`src/rtl/hzd_pkg.sv`:
```
// Shared widths, op codes and the flushed instruction value for the
// pipeline hazard controller. Assumes 4-bit op codes and register numbers.
package hzd_pkg;
    localparam int OP_W  = 4;
    localparam int REG_W = 4;
    localparam int NSTG  = 3;   // stages scanned for a return: D, E, M

    typedef logic [OP_W-1:0]  op_t;
    typedef logic [REG_W-1:0] reg_t;

    localparam op_t OP_NOP  = op_t'(4'h1);
    localparam op_t OP_LOAD = op_t'(4'h5);
    localparam op_t OP_POP  = op_t'(4'hB);
    localparam op_t OP_JCC  = op_t'(4'h7);
    localparam op_t OP_RET  = op_t'(4'h9);
    localparam reg_t REG_NONE = '1;

    typedef struct packed {
        op_t  op;
        reg_t src_a;
        reg_t src_b;
        reg_t dst_m;
    } instr_t;

    localparam int INSTR_W = $bits(instr_t);
    localparam instr_t INSTR_NOP = '{op: OP_NOP, src_a: REG_NONE,
                                     src_b: REG_NONE, dst_m: REG_NONE};
endpackage

```
`src/rtl/hzd_ctl.sv`:
```
// Combinational hazard decision. It looks at the ops in D, E and M, the
// decode sources, the execute memory destination and the branch outcome.
// Its outputs take effect at the next clock edge in the wrapper.
// Assumes that only loads and pops write a memory result.
module hzd_ctl
    import hzd_pkg::*;
(
    input  op_t  d_op,
    input  op_t  e_op,
    input  op_t  m_op,
    input  reg_t d_src_a,
    input  reg_t d_src_b,
    input  reg_t e_dst_m,
    input  logic e_cnd,
    output logic f_stall,
    output logic d_stall,
    output logic d_bubble,
    output logic e_bubble
);
    op_t             stage_op [NSTG];
    logic [NSTG-1:0] ret_hit;
    logic            load_use;
    logic            mispredict;
    logic            ret_busy;

    assign stage_op[0] = d_op;
    assign stage_op[1] = e_op;
    assign stage_op[2] = m_op;

    // One return detector per scanned stage
    for (genvar s = 0; s < NSTG; s++) begin : g_ret
        assign ret_hit[s] = (stage_op[s] == OP_RET);
    end

    // Classify the hazards present this cycle
    always_comb begin
        load_use   = ((e_op == OP_LOAD) || (e_op == OP_POP))
                     && (e_dst_m != REG_NONE)
                     && ((e_dst_m == d_src_a) || (e_dst_m == d_src_b));
        mispredict = (e_op == OP_JCC) && !e_cnd;
        ret_busy   = |ret_hit;
    end

    // Combine hazards; load/use wins over the return's decode bubble
    always_comb begin
        f_stall  = load_use || ret_busy;
        d_stall  = load_use;
        d_bubble = mispredict || (ret_busy && !load_use);
        e_bubble = mispredict || load_use;
    end
endmodule

```
`src/rtl/hzd_stage_reg.sv`:
```
// One pipeline register with hold and flush. A flush loads EMPTY and wins
// over hold; the controller never asks for both at once.
module hzd_stage_reg #(
    parameter int          W     = 8,
    parameter logic [W-1:0] EMPTY = '0
) (
    input  logic         clk,
    input  logic         rst_n,
    input  logic         hold,
    input  logic         flush,
    input  logic [W-1:0] din,
    output logic [W-1:0] q
);
    // Reset, flush, hold or load at each rising edge
    always_ff @(posedge clk) begin
        if (!rst_n)      q <= EMPTY;
        else if (flush)  q <= EMPTY;
        else if (!hold)  q <= din;
    end
endmodule

```
`src/rtl/pipe_hazard_ctl.sv`:
```
// Top: decode, execute and memory instruction registers driven by the
// hazard decision. Fetch is outside; the caller re-presents the fetched
// instruction after any cycle with f_stall high.
module pipe_hazard_ctl
    import hzd_pkg::*;
(
    input  logic            clk,
    input  logic            rst_n,
    input  logic [OP_W-1:0] f_op,
    input  logic [REG_W-1:0] f_src_a,
    input  logic [REG_W-1:0] f_src_b,
    input  logic [REG_W-1:0] f_dst_m,
    input  logic            e_cnd,
    output logic            f_stall,
    output logic            d_stall,
    output logic            d_bubble,
    output logic            e_bubble,
    output logic [OP_W-1:0] d_op,
    output logic [OP_W-1:0] e_op,
    output logic [OP_W-1:0] m_op
);
    localparam int E_W = OP_W + REG_W;
    localparam logic [E_W-1:0] E_EMPTY = {OP_NOP, REG_NONE};

    instr_t          f_ins;
    instr_t          d_q;
    logic [E_W-1:0]  e_q;
    logic [OP_W-1:0] m_q;

    assign f_ins = '{op: f_op, src_a: f_src_a, src_b: f_src_b, dst_m: f_dst_m};

    hzd_stage_reg #(.W(INSTR_W), .EMPTY(INSTR_NOP)) u_dreg (
        .clk(clk), .rst_n(rst_n), .hold(d_stall), .flush(d_bubble),
        .din(f_ins), .q(d_q)
    );

    hzd_stage_reg #(.W(E_W), .EMPTY(E_EMPTY)) u_ereg (
        .clk(clk), .rst_n(rst_n), .hold(1'b0), .flush(e_bubble),
        .din({d_q.op, d_q.dst_m}), .q(e_q)
    );

    hzd_stage_reg #(.W(OP_W), .EMPTY(OP_NOP)) u_mreg (
        .clk(clk), .rst_n(rst_n), .hold(1'b0), .flush(1'b0),
        .din(e_q[E_W-1 -: OP_W]), .q(m_q)
    );

    hzd_ctl u_ctl (
        .d_op(d_q.op), .e_op(e_q[E_W-1 -: OP_W]), .m_op(m_q),
        .d_src_a(d_q.src_a), .d_src_b(d_q.src_b),
        .e_dst_m(e_q[REG_W-1:0]), .e_cnd(e_cnd),
        .f_stall(f_stall), .d_stall(d_stall),
        .d_bubble(d_bubble), .e_bubble(e_bubble)
    );

    assign d_op = d_q.op;
    assign e_op = e_q[E_W-1 -: OP_W];
    assign m_op = m_q;
endmodule

```
`config.mk`:
```
export PLATFORM = sky130hd
export DESIGN_NAME = pipe_hazard_ctl
export DESIGN_NICKNAME = d
export VERILOG_FILES = /design/src/rtl/hzd_pkg.sv /design/src/rtl/hzd_ctl.sv /design/src/rtl/hzd_stage_reg.sv /design/src/rtl/pipe_hazard_ctl.sv
export SDC_FILE = /design/constraint.sdc
export NUM_CORES = 1
export LEC_CHECK = 0
export BUFFER_PORTS_ARGS = -buffer_cell sky130_fd_sc_hd__buf_2
export CAP_MARGIN = 20
export CORE_MARGIN = 1
export CORE_UTILIZATION = 45
export DETAILED_ROUTE_END_ITERATION = 10
export PLACE_DENSITY_LB_ADDON = 0.25
export SYNTH_ARGS = -nofsm -noshare
export SYNTH_HDL_FRONTEND = slang
export SYNTH_HIERARCHICAL = 1
export SYNTH_SLANG_ARGS = --single-unit
```
`constraint.sdc`:
```
create_clock -name clk -period 2.33 [get_ports clk]
set_input_delay 0.3495 -clock clk [delete_from_list [all_inputs] [get_ports clk]]
set_output_delay 0.3495 -clock clk [all_outputs]
set_load 0.02 [all_outputs]
```
# Yosys cells after proc, flatten, opt, wreduce, memory -nomap -nowiden
# Index checks and enable logic that the tools add are counted.
dict set report op_classes {
  magnitude_cmp 0
  reduce_logical 14
  n_eq_ne 9
  n_addsub 0
  muxes 0
  shifts 0
  n_div 0
  n_bitwise 1
  n_mul 0
}
# operator n
set ops {}
lappend ops {{== test 4 bit, second input constant} 4}
lappend ops {{== test 4 x 3 -> 1 bit, second input constant} 2}
lappend ops {{== test 4 bit} 2}
lappend ops {{logical OR 1 bit} 5}
lappend ops {{logical AND 1 bit} 4}
lappend ops {{!= test 4 bit, second input constant} 1}
lappend ops {{OR reduction 2 bit} 2}
lappend ops {{OR reduction 3 bit} 1}
lappend ops {{zero test 1 bit} 2}
lappend ops {{NOT 1 bit} 1}
dict set report word_totals {
  register_bits 28
  rom_bits 0
  ram_bits 0
  latch_bits 0
  in_bits 19
  wordCells 27
  memories 0
}

# Logic depth before layout (Yosys ltp)
dict set report logic_depth {
  word_depth 8
  depth_mapped 8
  mapped_depth_nobuf 7
}

# Cells and area by module
# Netlist, hierarchy kept.
# mod seq_area_each_um2 area_per_inst_um2 cells_per_inst n_inst
set by_module_without_submodules {}
lappend by_module_without_submodules {{hzd_stage_reg (u_dreg)} 320.3 590.6 53 1}
lappend by_module_without_submodules {{hzd_stage_reg (u_ereg)} 160.2 295.3 27 1}
lappend by_module_without_submodules {hzd_ctl 0.0 181.4 25 1}
lappend by_module_without_submodules {{hzd_stage_reg (u_mreg)} 80.1 150.1 14 1}
lappend by_module_without_submodules {pipe_hazard_ctl 0.0 3.8 1 1}

# Worst setup path after synthesis
# No wires, ideal clock.
dict set report synth_timing {
  path_kind {reg2reg}
  from {register u_ereg.q[1]}
  to {register u_dreg.q[10]}
  t_arrival_ns 1.690
  stages_incl_launch_ff 9
  required_ns 2.211
  slack_ns 0.521
  setup_ns 0.119
  path_cell_list {dfxtp_1 > xor2_1 > nor4_1 > o2111ai_1 > inv_2 > a21oi_2 > nor2b_1 > buf_2 > nand2_1}
}
dict set report synth_between {
  elab_chain_len 7
}
# element line_no
set synth_rtl {}
lappend synth_rtl {{start: declaration} hzd_stage_reg.sv:12} ;# output logic [W-1:0] q
lappend synth_rtl {{start signal: assignment} hzd_stage_reg.sv:18} ;# else if (!hold) q <= din;
lappend synth_rtl {{!= test 4 bit / == test 4 bit (equally long branches)} {hzd_ctl.sv:38, hzd_ctl.sv:39}}
lappend synth_rtl {{logical AND 1 bit / logical OR 1 bit (equally long branches)} {hzd_ctl.sv:38, hzd_ctl.sv:39}}
lappend synth_rtl {{logical AND 1 bit (*)} hzd_ctl.sv:39} ;# && ((e_dst_m == d_src_a) || (e_dst_m == d_src_b));
lappend synth_rtl {{net d_stall} pipe_hazard_ctl.sv:15} ;# output logic d_stall,
lappend synth_rtl {{zero test 1 bit (*)} hzd_ctl.sv:48} ;# d_bubble = mispredict || (ret_busy && !load_use);
lappend synth_rtl {{logical AND 1 bit (*)} hzd_ctl.sv:48}
lappend synth_rtl {{logical OR 1 bit (*)} hzd_ctl.sv:48}
lappend synth_rtl {{net d_bubble} pipe_hazard_ctl.sv:16} ;# output logic d_bubble,
lappend synth_rtl {{OR reduction 2 bit (no source line) (*)} --}
lappend synth_rtl {{end signal: assignment} hzd_stage_reg.sv:18}
lappend synth_rtl {{end: declaration} hzd_stage_reg.sv:12}
# The timed path passes the listed nets; every way through them passes the cells marked *.
# A chain may end at the register's enable or synchronous reset.

# Worst setup path after layout
dict set report layout_timing {
  from {register u_ereg.q[3]}
  to {output d_bubble}
}
dict set report layout_between {
  elab_chain_len 6
}
# element line_no
set layout_rtl {}
lappend layout_rtl {{!= test 4 bit / == test 4 bit (equally long branches)} {hzd_ctl.sv:38, hzd_ctl.sv:39}}
lappend layout_rtl {{logical AND 1 bit / logical OR 1 bit (equally long branches)} {hzd_ctl.sv:38, hzd_ctl.sv:39}}
lappend layout_rtl {{logical AND 1 bit (*)} hzd_ctl.sv:39}
lappend layout_rtl {{zero test 1 bit (*)} hzd_ctl.sv:48}
lappend layout_rtl {{logical AND 1 bit (*)} hzd_ctl.sv:48}
lappend layout_rtl {{logical OR 1 bit (*)} hzd_ctl.sv:48}
lappend layout_rtl {{end: declaration} pipe_hazard_ctl.sv:16}
# Every way passes the cells marked *; elsewhere a longest branch is shown, timed or not.

==> summary.txt <==
GRT
  – Number of global-route vias before repair: 887
  – First-pass GRT wire length: about 3700 um
  – Largest net degree at the start of global routing: 17
  – Initial antenna violation count: 0
  – Grt ovf: 0
  – GRT Overall Usage: 0.1800

Setup path
  – Startpoint type of the worst setup path: flip-flop
  – Worst EP arrival: 1.88 ns
  – R2r endpoint: u_dreg/q[10]
  – R2R setup slack: about 0.43 ns
  – Reg2reg start: u_ereg/q[1]
  – Reg2Reg Depth: 7
  – Worst Path Required: around 2.0 ns
  – Setup CP Type: reg -> out
  – Crit path max fanout: 6
  – CP startpoint: u_ereg/q[3]
  – Setup crit end kind: primary output

Synth
  – Post-synth ARST share: 0
  – Top-count cell post-synth: dfxtp_1
  – Post-synthesis cell type count: 25
  – Post-synth top area share: 0.4590
  – Largest family of logic cells by synthesized area: multiplexers
  – Synthesized instance count: 120
  – Post-Synth Adder-Cell Area: 0
  – XOR/XNOR share of the synthesized area: 0.05738
  – Mapped Area: 0.001221 mm2
  – Sequential share of the synthesized area: 0.4590
  – Post-synth EDFFs: 0
  – Compound-Gate Fraction of Synth Area: 0.02561
  – Area leader, netlist: dfxtp_1
  – Synthesized flop and latch total: 28
  – Top cells by area, synth: dfxtp_1, mux2i_1, nand2_1
  – Mux cell area share after synthesis: 0.2213
  – Synth Flop Type: dfxtp_1
  – Post-synthesis simple-gate area fraction: 0.1875
  – Ys Warns: 6
  – Syn avg cell area: about 10 um2
  – Commonest cells in the netlist: dfxtp_1, mux2i_1, nand2_1

Clock tree
  – Num CTS Buffers: 3
  – CTS root buffer: clkbuf_4
  – CTS tree: done
  – Clock Latency Late Sink: about 0.34 ns
  – Reg clk slew, reported paths: 0.16 ns
  – H-tree lvl count: 1
  – Clock sinks: 28
  – Clk buf depth: 2

Power and ir drop
  – Pwr/cell area: ~680 mW/mm2
  – Leakage: 0.6537 nW
  – Peak supply drop: approximately 0.00061 V

Hold path
  – Worst Hold End: u_dreg/q[1]
  – Cells on Worst Hold Path: 3
  – Hold WC Path Type: in -> reg
  – Hold path start: f_dst_m[1]

Drt
  – Antenna-violating nets left: 0
  – Iter 0 DRT Violations: 13
  – Total Routed Length: 2438 um
  – DR pass1 iterations: 4
  – Avg WL per Cell: roughly 13 um
  – Total DRC errors in the routed layout: 0
  – Post-DR vias/cell: 5.080
  – Vias after detailed routing: 955

Floorplanning
  – Top Ports: 35
  – DIE AREA: 0.002926 mm2
  – Core footprint: 0.002522 mm2
  – Die X: 54.10 um
  – Placement row count: 18
  – Die Y-Extent: 54.10 um
  – Starting Density: 0.4841

Status
  – Status: completed

Run
  – Max-cap viol count: 0

Timing
  – Final Cycle Share: 0.9581
  – Final Hold Fails: 0
  – Post-Route Skew: 0.01755 ns
  – Final hold slack: 0.2030 ns
  – Final worst slack: 0.09762 ns
  – Fmax: 448.0 MHz
  – Final setup viols: 0
  – Final critical path time including I/O delays and setup: 2.232 ns
  – Final slew viol count: 0

Placement
  – DP HPWL: 1789 um
  – Port Buffers: 34
  – Pre-CTS setup slack: 0.3759 ns
  – Routability Congestion: 0.7566

Finish
  – ANT cells: 0
  – Final nets: ~180
  – Area grow syn2layout: 19.57%
  – Share of cells above drive strength 1: 0.2848
## kinds of logic (layout without fill, tap and decap cells)
logic type      after synthesis  count (layout)
compound gates                4               4
other cells                   1               3
buf+inv                       6              42
xor+xnor                      8               8
flops                        28              28
mux                          27              27
simple gates                 46              46
## routing by layer
layer	vias up	track usage	share of wire
met4	0	0.05983	0.0086
met5	-	0	0
li1	479	-	-
met1	442	0.2089	0.45
met3	4	0.05085	0.052
met2	30	0.3148	0.49
## power breakdown
group	total, mW	leakage, nW	internal, mW	switching (mW)
Sequential	0.533	0.230	0.508	0.0255
Combinational	0.133	0.395	0.0612	0.0718
Clock	0.323	0.0279	0.174	0.148
## cells in the final DEF, fill, tap and decap left out
cell       synthesis  final
xor2_1             8      8
a21oi_2            1      1
nor4_1             2      2
nand2_1           21     21
nand4_1            1      1
or2b_1             2      2
dfxtp_2            0      1
nor2_1             9      9
o2111ai_1          1      1
a211o_1            1      1
nor2b_1            2      2
nand2b_1           2      2
clkbuf_4           0      3
nand3b_1           1      1
buf_2              1     34
inv_2              1      1
buf_4              0      3
o21ai_0            1      1
bufinv_16          0      1
or3_1              1      1
nor2b_2            1      1
dfxtp_1           28     27
conb_1             1      3
mux2i_1           27     27
nor4bb_1           3      3
nor3_1             1      1
## state kept, by name, summed over array words and instances, names as in the netlist
signal    flops
u_ereg/q      8
u_mreg/q      4
u_dreg/q     16
## stage by stage
stage                     cell area (um2)  power, mW  setup TNS [ns]    util  std cells
after CTS                            1451     0.9929               0  0.5754        187
after global placement               1399     0.6710               0  0.5546        183
after global routing                 1460      1.025        -0.01681  0.5789        188
after detailed placement             1399     0.6747               0  0.5546        183
after floorplan                      1229     0.6302               0       -        122
final                                1460     0.9887               0  0.5789        188
## worst max-delay path: stages, from the launching register on
cell       delay (ns)
dfxtp_1          0.44
xor2_1           0.19
nor4_1           0.07
o2111ai_1        0.33
inv_2            0.14
a21oi_2          0.19
buf_2            0.19
## how the worst max path moves through the flow
stage | end | cells past startpoint
finish | d_bubble | 6
global route | d_bubble | 6
CTS | d_bubble | 6
detailed placement | u_dreg/q[10] | 7
global placement | u_dreg/q[4] | 7
floorplan | u_dreg/q[10] | 8
## area by class of cell
class,instances,area [um2]
inverter,1,3.754
tap,30,37.54
sequential,28,561.8
clock buffer,3,22.52
timing repair buffer,37,192.7
clock inverter,1,30.03
fill,239,1062
multi-input combinational,88,611.8
## timing repair
item	in CTS	in global routing
hold buffers	0	0
gates resized for setup	0	1
setup buffers	0	1
endpoints found under the hold margin	0	0
endpoints found under the setup margin	0	1
Power figures use the tool's default switching activity.
